$ cat src/rtl/tim_evt_status.sv
`timescale 1ns/1ps
module tim_evt_status #(
  parameter int CW = 8,
  parameter int AW = 3,
  parameter logic [AW-1:0] OFFS = 3'd5
) (
  input  logic            clk,
  input  logic            rst_n,
  input  logic [AW-1:0]   bus_addr,
  input  logic            bus_wr,
  input  logic            bus_rd,
  input  logic [7:0]      bus_wdata,
  output logic [7:0]      bus_rdata,
  input  logic            brk_in,
  input  logic            trg_in,
  input  logic            trg_both,
  input  logic            com_evt,
  input  logic            upd_evt,
  input  logic [3:0]      ch_in,
  input  logic [3:0]      cap_evt,
  input  logic [3:0]      cap_lo_rd,
  input  logic            cnt_tick,
  input  logic            cnt_dn,
  input  logic [1:0]      cms,
  input  logic [CW-1:0]   cnt,
  input  logic [CW-1:0]   arr,
  input  logic [4*CW-1:0] ccr,
  input  logic [7:0]      ie,
  output logic            irq
);
  logic [7:0] flags, set_v, clr_v;
  logic [3:0] cc_set;
  logic       trg_q;

  wire hit    = bus_addr == OFFS;
  wire center = cms != 2'd0;
  wire at_top = cnt == arr;
  wire up     = (cnt == '0) || (!at_top && !cnt_dn);
  wire dir_ok = !center || (up ? cms[1] : cms[0]);
  wire trg_ev = trg_both ? (trg_in ^ trg_q) : (trg_in & ~trg_q);

  for (genvar i = 0; i < 4; i++) begin : g_ch
    wire [CW-1:0] cv = ccr[i*CW +: CW];
    wire match = cnt_tick && (((cnt == cv) && dir_ok) || (center && at_top && (cv > arr)));
    assign cc_set[i] = ch_in[i] ? cap_evt[i] : match;
  end

  assign set_v     = {brk_in, trg_ev, com_evt, cc_set, upd_evt};
  assign clr_v     = ((bus_wr && hit) ? ~bus_wdata : 8'h00) | {3'b000, cap_lo_rd & ch_in, 1'b0};
  assign bus_rdata = (bus_rd && hit) ? flags : 8'h00;

  always_ff @(posedge clk or negedge rst_n)
    if (!rst_n) begin
      flags <= 8'h00;
      trg_q <= 1'b0;
      irq   <= 1'b0;
    end else begin
      flags <= (flags & ~clr_v) | set_v;
      trg_q <= trg_in;
      irq   <= |(flags & ie);
    end

  AST_BRK_STICKS: assert property (@(posedge clk) disable iff (!rst_n) brk_in |=> flags[7]);
  AST_ONES_KEEP: assert property (@(posedge clk) disable iff (!rst_n)
    (bus_wr && hit && bus_wdata == 8'hFF) |=> ((flags & $past(flags)) == $past(flags)));
  AST_SET_BEATS_CLR: assert property (@(posedge clk) disable iff (!rst_n) upd_evt |=> flags[0]);
  AST_CAP_RD_CLR: assert property (@(posedge clk) disable iff (!rst_n)
    (cap_lo_rd[0] && ch_in[0] && !cap_evt[0]) |=> !flags[1]);
  AST_IRQ_LAG: assert property (@(posedge clk) disable iff (!rst_n) 1'b1 |=> (irq == $past(|(flags & ie))));
endmodule

$ cat config.mk
export PLATFORM = sky130hd
export DESIGN_NAME = tim_evt_status
export DESIGN_NICKNAME = d
export VERILOG_FILES = /design/src/rtl/tim_evt_status.sv
export SDC_FILE = /design/constraint.sdc
export NUM_CORES = 1
export LEC_CHECK = 0
export BUFFER_PORTS_ARGS = -buffer_cell sky130_fd_sc_hd__buf_2
export CAP_MARGIN = 20
export CORE_MARGIN = 4
export CORE_UTILIZATION = 25
export DETAILED_ROUTE_END_ITERATION = 16
export HOLD_SLACK_MARGIN = 0.1
export PLACE_DENSITY = 0.62
export SYNTH_ARGS = -nofsm -noshare
export SYNTH_HDL_FRONTEND = slang
export SYNTH_SLANG_ARGS = --single-unit
export TNS_END_PERCENT = 20
$ cat constraint.sdc
create_clock -name clk -period 1.06 [get_ports clk]
set_input_delay 0.106 -clock clk [delete_from_list [all_inputs] [get_ports clk]]
set_output_delay 0.106 -clock clk [all_outputs]
set_load 0.05 [all_outputs]
==> impl_results.md <==
- Clock sink total: 10
- WHS Endpoint: irq
- Clk Latency, worst-skew pair: 240 ps
- Final period util: 1.23
- Fillcell total: 738
- Area delta synth->final: 82.3%
- RR Startpoint: flags[1]
- Worst slew pin tran: 359 ps
- Gpl congestion: 0.854
- GR Util All Layers: 0.160
- Detail Route Antenna Nets: 0
- Max-cap violations: 0
- HPWL Detailed: 6390 microns
- Die span in y: 94.1 microns
- Synthesized Nets: 346
- Rel. slew slack: 0.760
- Post-Route WL: 7250 microns
- YS warnings: 0
- CP Class: in -> reg
- Die area: 8850 sq um
- Share of cells above drive strength 1: 0.545
- Status: complete, but fails checks
- Worst Skew: 5.12 ps
- Synth area leader: ha_1
- Mean Syn Cell Area: 8.38 sq um
- Setup ws final: -244 ps
- Synth cell types: 32
- Vias: around 2200
- Hold crit path type: in -> reg
- Worst slack at placement: -521 ps
- CTS Buf Count: 3
- R2R Path End: flags[1]
- RSZ-0062 raised after global routing: yes
- Post-synth top area share: 0.223
- Worst r2r path cells: 4
- CORE AREA: 7210 sq um
- Top cells by area, synth: ha_1 (22%), xnor2_1 (16%), dfrtp_1 (14%), nand4_1 (4.7%), xor2_1 (3.3%)
- Worst Path Required: 1170 ps
- Setup tns final: -905 ps
- Max frequency: around 770 MHz
- Final setup fails: 6
- CTS tree: yes
- Initial antenna violation count: 0
- Worst VDD drop: approximately 0.28 mV
- Largest net degree at the start of global routing: 11
- Drt wl/cell: around 15 microns
- Min-delay src: ie[6]
- Mapped Area: 1850 sq um
- First-pass GRT wire length: around 11000 microns
- Leakage: 0.00159 uW
- Number of synthesized register bits: 10
- Fin nets: 504
- Row count: 31
- Max-slew violation count: 0
- Critical Path End Type: register
- Hold Fails Final Rpt: 0
- Register area share after synthesis: 0.135
- Worst hold path cell count: 3
- Ant diodes: 0
- Root buf cell: clkbuf_8
- Max FO, Critical Path: 4
- Worst R2R Setup Slack: -10 ps
- Via density: 4.69
- Drt first pass iters: 4
- Total gr overflow: 0
- CTS Buffer Depth: 2
- Post-synth EDFFs: 0
- Vias in the first global route: 2293
- Final Core Density: 0.468
- CP Launch Type: input port
- Reg clk slew, reported paths: 50 ps
- Ports: 101
- Residual DRC count: 0
- IO buf count: 100
- # H-tree levels: 1
- Min cycle time layout: 1300 ps
- Starting density of the core: 0.257
- Ys async rst share: 1.00
- PD cells: 633 nW/um^2
- Placed cell count: 464
- Post-Syn Instances: 221
- Final std cells w/o fill: about 480
- Dominant synthesized flop cell: dfrtp_1
- Initial drt markers: 48
- Violated checks: setup timing
- Critical path data arrival time: 1420 ps
- Die width: 94.1 microns
flip-flops by register name, summed over array words and instances, names as in the netlist:
signal and cells:
trg_q 1, irq 1, flags 8
power by group:
part	total, uW	switching, uW	leakage [uW]	internal [uW]
combinational	1220	554	0.00146	671
sequential	430	22.5	0.000102	407
clock	481	154	0.0000288	327
total	2140	730	0.00159	1410
layout make-up:
| cell class | instances | area [sq um] | area share |
|---|---|---|---|
| inverter | 15 | 88.8 | 0.0263 |
| tap | 99 | 124 | 0.0367 |
| clock buffer | 4 | 55.1 | 0.0163 |
| sequential | 10 | 250 | 0.0741 |
| timing repair buffer | 161 | 1130 | 0.334 |
| multi-input combinational | 188 | 1730 | 0.512 |
per-stage QoR:
step,cell area [sq um],hold slack (ps),power (uW)
2_1_floorplan,2020,-190,995
3_3_place_gp,2950,-18.3,1500
3_5_place_dp,2950,-16.6,1520
4_1_cts,3170,107,2060
5_1_grt,3380,134,2290
6_report,3380,107,2140
kinds of logic after synthesis:
kind of cell / Yosys count / share of synthesized area
AOI/OAI and AO/OA: 46 / 0.172
xor gates and xnor gates: 40 / 0.189
adders and majority gates: 33 / 0.223
buffers and inverters: 23 / 0.0730
DFF: 10 / 0.135
and+or+nand+nor: 69 / 0.207
worst max-delay path by stage:
stage	start	end	slack, ps	cells past startpoint
2_1_floorplan	arr[3]	flags[1]	-250	8
3_3_place_gp	arr[7]	flags[1]	-510	7
3_5_place_dp	arr[1]	flags[4]	-520	9
4_1_cts	arr[1]	flags[4]	-230	9
5_1_grt	arr[2]	flags[1]	-290	9
6_report	cnt[3]	flags[2]	-240	7
timing repair:
item	in CTS	in global routing
endpoints found under the setup margin	12	12
resized for setup	28	46
pin swaps	8	21
endpoints found under the hold margin	14	0
hold buffers	5	0
buffers inserted	1	3
cells in the mapped netlist, types with 4 or more instances:
| master | n |
|---|---|
| o211ai_1 | 7 |
| nand2_1 | 16 |
| a211oi_1 | 4 |
| dfrtp_1 | 10 |
| o21ai_0 | 7 |
| ha_1 | 33 |
| and2_1 | 8 |
| nand3_1 | 4 |
| a21oi_1 | 8 |
| xnor2_1 | 33 |
| nor4_1 | 5 |
| nand4_1 | 14 |
| nor2_1 | 5 |
| nor2b_1 | 4 |
| a21o_1 | 6 |
| a22oi_1 | 4 |
| nand2b_1 | 5 |
| xor2_1 | 7 |
| buf_6 | 5 |
| inv_1 | 15 |
per-layer routing:
| metal | up-vias | wire, microns | track usage |
|---|---|---|---|
| li1 | 1125 | - | - |
| met1 | 1020 | 3110 | 0.207 |
| met2 | 84 | 3610 | 0.284 |
| met3 | 6 | 482 | 0.0192 |
| met4 | 0 | 48 | 0.0349 |
| met5 | - | 0 | 0 |
layout by cell type (no fill, tap or decap), types with 8 or more instances in the layout:
cell	count
xnor2_2	8
buf_6	18
buf_4	54
ha_1	22
inv_1	8
dfrtp_1	10
buf_2	80
nand2_1	16
xnor2_1	25
ha_4	10
nand4_1	14
worst max-delay path, stage by stage:
cell and delay [ps]:
buf_8 110, xnor2_2 150, nand4_1 230, nor2_2 200
o2111ai_1 140, o211a_1 170, a211o_1 310
Note: power is estimated with default switching activity, not from simulation.
